<file path="src/rtl/ucalc_pkg.sv">
package ucalc_pkg;
  localparam int DW  = 8;
  localparam int OPW = 4;
  localparam int FW  = 8;

  localparam int FB_C = 0;
  localparam int FB_Z = 1;
  localparam int FB_V = 6;
  localparam int FB_N = 7;

  typedef enum logic [OPW-1:0] {
    OP_ADD = 4'd0,
    OP_SUB = 4'd1,
    OP_OR  = 4'd2,
    OP_AND = 4'd3,
    OP_XOR = 4'd4,
    OP_SHL = 4'd5,
    OP_SHR = 4'd6,
    OP_ROL = 4'd7,
    OP_ROR = 4'd8,
    OP_CMP = 4'd9,
    OP_BIT = 4'd10,
    OP_INC = 4'd11,
    OP_DEC = 4'd12
  } op_e;
endpackage

</file>
<file path="src/rtl/ucalc_bin_arith.sv">
module ucalc_bin_arith #(
  parameter int W = ucalc_pkg::DW
) (
  input  logic [W-1:0] a,
  input  logic [W-1:0] m,
  input  logic         cin,
  input  logic         sub,
  output logic [W-1:0] sum,
  output logic         cout,
  output logic         ovf
);
  logic [W-1:0] m_eff;
  logic [W:0]   wide;

  always_comb begin
    m_eff = sub ? ~m : m;
    wide  = {1'b0, a} + {1'b0, m_eff} + {{W{1'b0}}, cin};
    sum   = wide[W-1:0];
    cout  = wide[W];
    ovf   = (a[W-1] == m_eff[W-1]) && (sum[W-1] != a[W-1]);
  end
endmodule

</file>
<file path="src/rtl/ucalc_dec_arith.sv">
module ucalc_dec_arith (
  input  logic [7:0] a,
  input  logic [7:0] m,
  input  logic       cin,
  input  logic       sub,
  output logic [7:0] sum,
  output logic       cout
);
  localparam int VW = 11;

  logic signed [VW-1:0] av, mv, raw, fix;
  logic [7:0]           t8;

  always_comb begin
    av = VW'(a[7:4]) * 11'sd10 + VW'(a[3:0]);
    mv = VW'(m[7:4]) * 11'sd10 + VW'(m[3:0]);
    if (sub) begin
      raw  = av - mv - VW'(!cin);
      cout = (raw >= 0);
      fix  = cout ? raw : raw + 11'sd100;
    end else begin
      raw  = av + mv + VW'(cin);
      cout = (raw > 11'sd99);
      fix  = cout ? raw - 11'sd100 : raw;
    end
    t8  = fix[7:0];
    sum = {4'((t8 / 8'd10) % 8'd10), 4'(t8 % 8'd10)};
  end
endmodule

</file>
<file path="src/rtl/ucalc_logic.sv">
module ucalc_logic #(
  parameter int W = ucalc_pkg::DW
) (
  input  ucalc_pkg::op_e op,
  input  logic [W-1:0]   a,
  input  logic [W-1:0]   m,
  input  logic           cin,
  output logic [W-1:0]   res,
  output logic           cout
);
  import ucalc_pkg::*;

  always_comb begin
    res  = a;
    cout = 1'b0;
    case (op)
      OP_OR:  res = a | m;
      OP_AND: res = a & m;
      OP_XOR: res = a ^ m;
      OP_SHL: begin res = {a[W-2:0], 1'b0}; cout = a[W-1]; end
      OP_SHR: begin res = {1'b0, a[W-1:1]}; cout = a[0];   end
      OP_ROL: begin res = {a[W-2:0], cin};  cout = a[W-1]; end
      OP_ROR: begin res = {cin, a[W-1:1]};  cout = a[0];   end
      OP_INC: res = a + W'(1);
      OP_DEC: res = a - W'(1);
      default: res = a;
    endcase
  end
endmodule

</file>
<file path="src/rtl/ucalc_core.sv">
module ucalc_core #(
  parameter bit DECIMAL_EN = 1'b1
) (
  input  logic       clk,
  input  logic       rst_n,
  input  logic       en,
  input  logic [3:0] op_i,
  input  logic [7:0] a_i,
  input  logic [7:0] m_i,
  input  logic       cin_i,
  input  logic       dec_i,
  output logic [7:0] res_o,
  output logic [7:0] flg_o,
  output logic [7:0] wmask_o
);
  import ucalc_pkg::*;

  localparam int W = DW;

  logic [1:0] rst_sync;
  logic       rst_s_n;

  always_ff @(posedge clk or negedge rst_n) begin
    if (!rst_n) rst_sync <= 2'b00;
    else        rst_sync <= {rst_sync[0], 1'b1};
  end
  assign rst_s_n = rst_sync[1];

  op_e          op;
  logic [W-1:0] bin_sum, dec_sum, lg_res;
  logic         bin_c, bin_v, dec_c, lg_c;
  logic         is_sub;

  assign op     = op_e'(op_i);
  assign is_sub = (op_i == OP_SUB);

  ucalc_bin_arith #(.W(W)) u_bin (
    .a(a_i), .m(m_i), .cin(cin_i), .sub(is_sub),
    .sum(bin_sum), .cout(bin_c), .ovf(bin_v)
  );

  generate
    if (DECIMAL_EN) begin : g_dec
      ucalc_dec_arith u_dec (
        .a(a_i), .m(m_i), .cin(cin_i), .sub(is_sub),
        .sum(dec_sum), .cout(dec_c)
      );
    end else begin : g_nodec
      assign dec_sum = bin_sum;
      assign dec_c   = bin_c;
    end
  endgenerate

  ucalc_logic #(.W(W)) u_lg (
    .op(op), .a(a_i), .m(m_i), .cin(cin_i),
    .res(lg_res), .cout(lg_c)
  );

  // next-state: flags kept as {N,V,Z,C}
  logic [W-1:0] res_d;
  logic [3:0]   f_d, mk_d, f_q, mk_q;
  logic [W-1:0] res_q;
  logic         use_dec;

  assign use_dec = DECIMAL_EN && dec_i;

  always_comb begin
    res_d = a_i;
    f_d   = 4'b0000;
    mk_d  = 4'b0000;
    case (op)
      OP_ADD, OP_SUB: begin
        mk_d = 4'b1111;
        if (use_dec) begin
          res_d = dec_sum;
          f_d   = {dec_sum[W-1], dec_c && !is_sub, dec_sum == '0, dec_c};
        end else begin
          res_d = bin_sum;
          f_d   = {bin_sum[W-1], bin_v, bin_sum == '0, bin_c};
        end
      end
      OP_OR, OP_AND, OP_XOR, OP_INC, OP_DEC: begin
        res_d = lg_res;
        mk_d  = 4'b1010;
        f_d   = {lg_res[W-1], 1'b0, lg_res == '0, 1'b0};
      end
      OP_SHL, OP_SHR, OP_ROL, OP_ROR: begin
        res_d = lg_res;
        mk_d  = 4'b1011;
        f_d   = {lg_res[W-1], 1'b0, lg_res == '0, lg_c};
      end
      OP_CMP: begin
        mk_d = 4'b1011;
        f_d  = {a_i < m_i, 1'b0, a_i == m_i, a_i >= m_i};
      end
      OP_BIT: begin
        mk_d = 4'b1110;
        f_d  = {m_i[W-1], m_i[W-2], (a_i & m_i) == '0, 1'b0};
      end
      default: begin
        res_d = a_i;
        mk_d  = 4'b0000;
      end
    endcase
    f_d = f_d & mk_d;
  end

  always_ff @(posedge clk or negedge rst_s_n) begin
    if (!rst_s_n) begin
      res_q <= '0;
      f_q   <= '0;
      mk_q  <= '0;
    end else if (en) begin
      res_q <= res_d;
      f_q   <= f_d;
      mk_q  <= mk_d;
    end
  end

  assign res_o   = res_q;
  assign flg_o   = {f_q[3], f_q[2], 4'b0000, f_q[1], f_q[0]};
  assign wmask_o = {mk_q[3], mk_q[2], 4'b0000, mk_q[1], mk_q[0]};
endmodule

</file>
<file path="config.mk">
export PLATFORM = sky130hd
export DESIGN_NAME = ucalc_core
export DESIGN_NICKNAME = d
export VERILOG_FILES = /design/src/rtl/ucalc_pkg.sv /design/src/rtl/ucalc_bin_arith.sv /design/src/rtl/ucalc_dec_arith.sv /design/src/rtl/ucalc_logic.sv /design/src/rtl/ucalc_core.sv
export SDC_FILE = /design/constraint.sdc
export NUM_CORES = 1
export LEC_CHECK = 0
export ABC_AREA = 1
export BUFFER_PORTS_ARGS = -buffer_cell sky130_fd_sc_hd__buf_2
export CORE_ASPECT_RATIO = 0.5
export CORE_MARGIN = 2
export CORE_UTILIZATION = 41
export DETAILED_ROUTE_END_ITERATION = 6
export PLACE_DENSITY = 0.67
export SYNTH_ARGS = -nofsm -noshare
export SYNTH_HDL_FRONTEND = slang
export SYNTH_SLANG_ARGS = --single-unit
</file>
<file path="constraint.sdc">
create_clock -name clk -period 1.2 [get_ports clk]
set_clock_uncertainty 0.15 [all_clocks]
set_input_delay 0.06 -clock clk [delete_from_list [all_inputs] [get_ports clk]]
set_output_delay 0.06 -clock clk [all_outputs]
set_load 0.01 [all_outputs]
</file>
Word-level counts from Yosys, hierarchy flattened
Cells that the tools add are included.

operators by class
  add/subtract/negate cells = 12
  $mul = 2
  div/mod/pow operators = 3
  $lt $le $gt $ge = 4
  equality and inequality tests = 15
  mux-type cells = 12
  bitwise operators = 5
  reduce and logical (&&, ||, !) cells = 16

operator list
  cell                                                                 count
  one-hot mux 8 bit (9 select lines)                                   1
  2-to-1 mux 8 bit                                                     5
  zero test 8 bit                                                      4
  == test 4 bit (second input constant)                                5
  one-hot mux 4 bit (5 select lines)                                   1
  adder 8 x 4 -> 9 bit                                                 2
  == test 4 x 3 -> 1 bit (second input constant)                       4
  modulo 8 x 4 -> 8 bit (second input constant)                        2
  one-hot mux 4 bit (4 select lines)                                   1
  one-hot mux 8 bit (2 select lines)                                   1
  multiplier 4 x 3 -> 7 bit (second input constant)                    2
  adder 11 x 1 -> 11 bit                                               1
  adder 11 bit                                                         1
  greater-or-equal comparator 11 x 1 -> 1 bit (second input constant)  1
  greater-than comparator 11 x 8 -> 1 bit (second input constant)      1
  subtractor 11 x 1 -> 11 bit                                          1
  subtractor 11 bit                                                    1
  OR reduction 5 bit                                                   2
  adder 8 x 8 -> 9 bit                                                 1
  adder 9 x 1 -> 9 bit                                                 1
  OR reduction 9 bit                                                   1
  adder 8 x 1 -> 8 bit (second input constant)                         1
  adder 8 bit (second input constant)                                  1
  bitwise AND 8 bit                                                    1
  22 further kinds                                                     27

storage, ports and cells
  register bits = 18
  input port bits = 25
  output and inout port bits = 24
  logic and storage cells = 73

Longest topological paths before layout
  depth in word-level cells = 13
  mapped depth = 55
  depth with buffers taken out = 55

Modules after synthesis
A second synthesis with hierarchy kept.

unflattened totals
  cells, all modules = 1,034
  area total of the unflattened synthesis = 6,232.2 µm²

modules (own cells, without submodules)
  module           instances  cells each  area each (µm²)  seq. area each (µm²)
  ucalc_dec_arith  1          522         3,116.7          0.0
  ucalc_core       1          247         1,582.8          425.4
  ucalc_logic      1          193         1,072.3          0.0
  ucalc_bin_arith  1          72          460.4            0.0

Worst setup path before layout
OpenSTA, ideal clock, no wires.

  kind = input -> register
  start point = input port a_i[5]
  end point = register f_q[1]
  library setup time = 116 ps
  data arrival time = 5,247 ps
  data required time = 934 ps
  slack = -4,313 ps
  cell stages on the path = 47
  buffers on the path = 0
  cells stage by stage = ha_1 ha_1 fa_1 xnor2_1 inv_1 nand3_1 xor2_1 inv_1 ha_1 ha_1 inv_1 nor3_1 nand3_1 nand3_1 a21oi_1 or2_1 nand3_1 nand2_2 [... 11 more ...] nand2_1 nand2_1 inv_2 nand2_4 nand3_4 nand3_1 nand2_2 ha_1 inv_1 nand2_1 nand3_1 nand2_1 nand3_1 nand2_1 nand2_1 nand2_1 nand2_1 nand2_1

on the way
  cells in the longest elaborated chain, start to end = 13
  elaborated cells between the ends (all ways) = 32
  those cells by class = 11 x add/sub; 1 x mul; 3 x div; 2 x order compare; 1 x eq/ne; 6 x mux; 4 x bitwise; 4 x reduce/logical

ends and longest elaborated chain
  what                                                                          line                                          source
  start: declaration                                                            ucalc_core.sv:8                               input logic [7:0] a_i,
  multiplier 4 x 3 -> 7 bit                                                     ucalc_dec_arith.sv:15                         av = VW'(a[7:4]) * 11'sd10 + VW'(a[3:0]);
  adder 8 x 4 -> 9 bit                                                          ucalc_dec_arith.sv:15
  adder 11 bit / subtractor 11 bit (equally long branches)                      ucalc_dec_arith.sv:22, ucalc_dec_arith.sv:18
  adder 11 x 1 -> 11 bit / subtractor 11 x 1 -> 11 bit (equally long branches)  ucalc_dec_arith.sv:22, ucalc_dec_arith.sv:18
  greater-than comparator 11 x 8 -> 1 bit, or another cell as far along         ucalc_dec_arith.sv:23                         cout = (raw > 11'sd99);
  2-to-1 mux 8 bit (on tied branches)                                           ucalc_dec_arith.sv:24, ucalc_dec_arith.sv:20
  2-to-1 mux 8 bit                                                              ucalc_dec_arith.sv:17                         if (sub) begin
  divider 8 x 4 -> 8 bit                                                        ucalc_dec_arith.sv:27                         sum = {4'((t8 / 8'd10) % 8'd10), 4'(t8 % 8'd10)};
  modulo 8 x 4 -> 8 bit                                                         ucalc_dec_arith.sv:27
  zero test 8 bit                                                               ucalc_core.sv:76                              f_d = {dec_sum[W-1], dec_c && !is_sub, dec_sum == '0, dec_c};
  2-to-1 mux 4 bit                                                              ucalc_core.sv:74                              if (use_dec) begin
  one-hot mux 4 bit (5 select lines) (*)                                        ucalc_core.sv:71                              case (op)
  bitwise AND 4 bit (*)                                                         ucalc_core.sv:105                             f_d = f_d & mk_d;
  end signal: assignment                                                        ucalc_core.sv:111                             f_q <= '0;
  end signal: assignment                                                        ucalc_core.sv:115                             f_q <= f_d;
  end: declaration                                                              ucalc_core.sv:61                              logic [3:0] f_d, mk_d, f_q, mk_q;

Mark *: on every way between the ends. The rest lies on a longest branch, timed or not.
A chain may end at the register's enable or synchronous reset.

Final worst setup path
  start point = input port a_i[4]
  end point = register f_q[1]

Same word-level chain as after synthesis.

==> results.cfg <==
[run_status]
status = finished with violations
violations = negative setup slack

[floorplanning]
dieArea_um2 = 13800
start_util = 0.418
core_um2 = 12600
die_y_um = 84.2
ios = 49
std_cell_rows = 29
fp.dieW_um = 164

[finish]
fin_util = 0.662
layout_common_cells = 217 x buf_4, 165 x nand2_1, 115 x inv_1, 64 x nor2_1, 59 x ha_1
diodes = 0
drive_gt1_frac = 0.433
layout_commonest_cell = buf_4
num-nets-final = 1217
area_delta_synth_final_pct = 58.3

[detailed_routing]
drt_iter0_drc = 299
antenna_left = 0
drc = 0
dr_total_vias = 6366
drt_pass1_iterations = 5
viasPerCell = 5.01
post_drt_wl_per_cell_um = 14.3
wl_um = 18200

[timing]
holdWs_ns = 0.0218
setup_slack_ns = -4.35
fin_tns_setup_ns = -42.59
report.final.setup_viol = 12
final.period_utilization = 4.63
drv_slew = 0
final.min_clock_period_ns = 5.55
rsz0062_at_grt = yes
max_freq_mhz = 180
hold_viol = 0

[logic_synthesis]
ys_warn_count = 0
async_flop_share = 1.00
synth_top_area_share = 0.188
netlist_area_um2 = 5270
synth_seq_cells = 17
synth-edff-count = 0
ys_seq_area_frac = 0.0808
netlist_instances = 839
synth_area_leader_cell = ha_1
synth.distinct_cells = 54
synth_area_per_cell_um2 = 6.28
ys_dominant_reg_cell = dfrtp_1
synth.area.top_cells = ha_1 19%, nand2_1 13%, inv_1 9.4%

[clocking]
clk_path_buf_depth = 2
cts_root_buf = clkbuf_16
clock_latency_ns = 0.25
tritoncts = built
h-tree-depth = 1
cts-buffers-inserted = 3
clock_sinks = 17
clk_pin_slew_ns = 0.05

[job]
maxCapViolCount = 0

[global_routing]
first_global_vias = 6076
grt_pass1_wl_um = 27800
grt_usage = 0.243
grt_max_degree = 19
grt_overflow_total = 0
antenna_found_initial = 0

[setup_path]
arrival_ns = 5.59
path_buf_inv = 10
cp-start-kind = primary input
critPathMaxFanout = 6
slowest_delay_ns = 0.25
critical_path_class = primary input to register
required_ns = 1.24
cpMostUsedCell = nand2_1
cp_top_family = simple AND/OR/NAND/NOR gates
end_kind = register
critPathSlowestCell = ha_4

[place]
hpwl_um = 13600
place.port_buffers = 40
routabilityCongestion = 0.915
dp_worst_setup_slack_ns = -4.64

[hold_path]
hold_class = register to asynchronous set/reset pin
==> flip-flops by register name (all words and copies together), names as in the netlist <==
name	count
res_o	8
mk_q	3
f_q	4
rst_sync	2
==> per-layer routing <==
metal,track usage,up-vias,part of all wire
met2,0.436,149,0.49
li1,-,3215,-
met1,0.328,2971,0.45
met3,0.0133,31,0.035
met4,0.0423,0,0.020
met5,0,-,0
==> cell usage after synthesis, types with 17 or more instances <==
library cell and instances:
nand3_1 59, nand2_1 187, xor2_1 27, nand2_2 27
inv_1 132, inv_2 18, dfrtp_1 17, ha_1 79
a21oi_1 42, nor2_1 76, o21ai_0 33
==> metrics by stage <==
| step | instance area [um2] | std cells |
|---|---|---|
| floorplan | 5620 | 846 |
| global placement | 7430 | 1240 |
| detailed placement | 7430 | 1240 |
| CTS | 7900 | 1259 |
| global route | 8340 | 1271 |
| finish | 8340 | 1271 |
==> worst reg2reg max path, delay by kind of cell (launching register included) <==
family | cells | cell delay (ns)
AND/OR/NAND/NOR | 1 | 0.14
flip-flops | 1 | 0.39
AO/OA/AOI/OAI | 1 | 0.05
==> kinds of logic (layout without fill, tap and decap cells) <==
logic type      count (synthesis)  after routing  share of synthesized area
compound gates                126            126                      0.146
xor+xnor                       35             35                     0.0610
fa+ha+maj                      90             90                      0.229
buf+inv                       170            425                      0.130
flops                          17             17                     0.0808
other cells                     2              9                    0.00143
simple gates                  399            399                      0.351
==> cell type report <==
cell class | count | area [um2]
inverters | 150 | 578
fillers | 1016 | 4250
clock buffers | 3 | 75.1
well taps | 170 | 213
clock inverters | 1 | 5.00
flip-flops and latches | 17 | 425
multi-input cells | 659 | 5020
repair buffers | 271 | 2030
==> worst paths after layout <==
kind | start | endpoint | slack, ns | depth (start not counted)
max in group asynchronous | rst_n | rst_sync[1] | 0.27 | 3
worst max register to register | res_o[4] | res_o[4] | 0.35 | 2
min in group clk | en | mk_q[1] | 0.04 | 4
worst max-delay path | a_i[4] | f_q[1] | -4.35 | 48
worst min register to register | rst_sync[1] | res_o[0] | 0.02 | 1
worst min-delay path | rst_sync[1] | res_o[0] | 0.02 | 1
==> timing repair <==
action,4_1_cts,5_1_grt
setup buffers,14,14
hold endpoints to repair,2,0
gates resized for setup,74,78
endpoints found under the setup margin,12,12
pin swaps,53,51
hold buffers,2,0
cloned,0,0
Power is not shown: default switching activity piles up to over one toggle a cycle in this logic, so the estimate is an artifact.
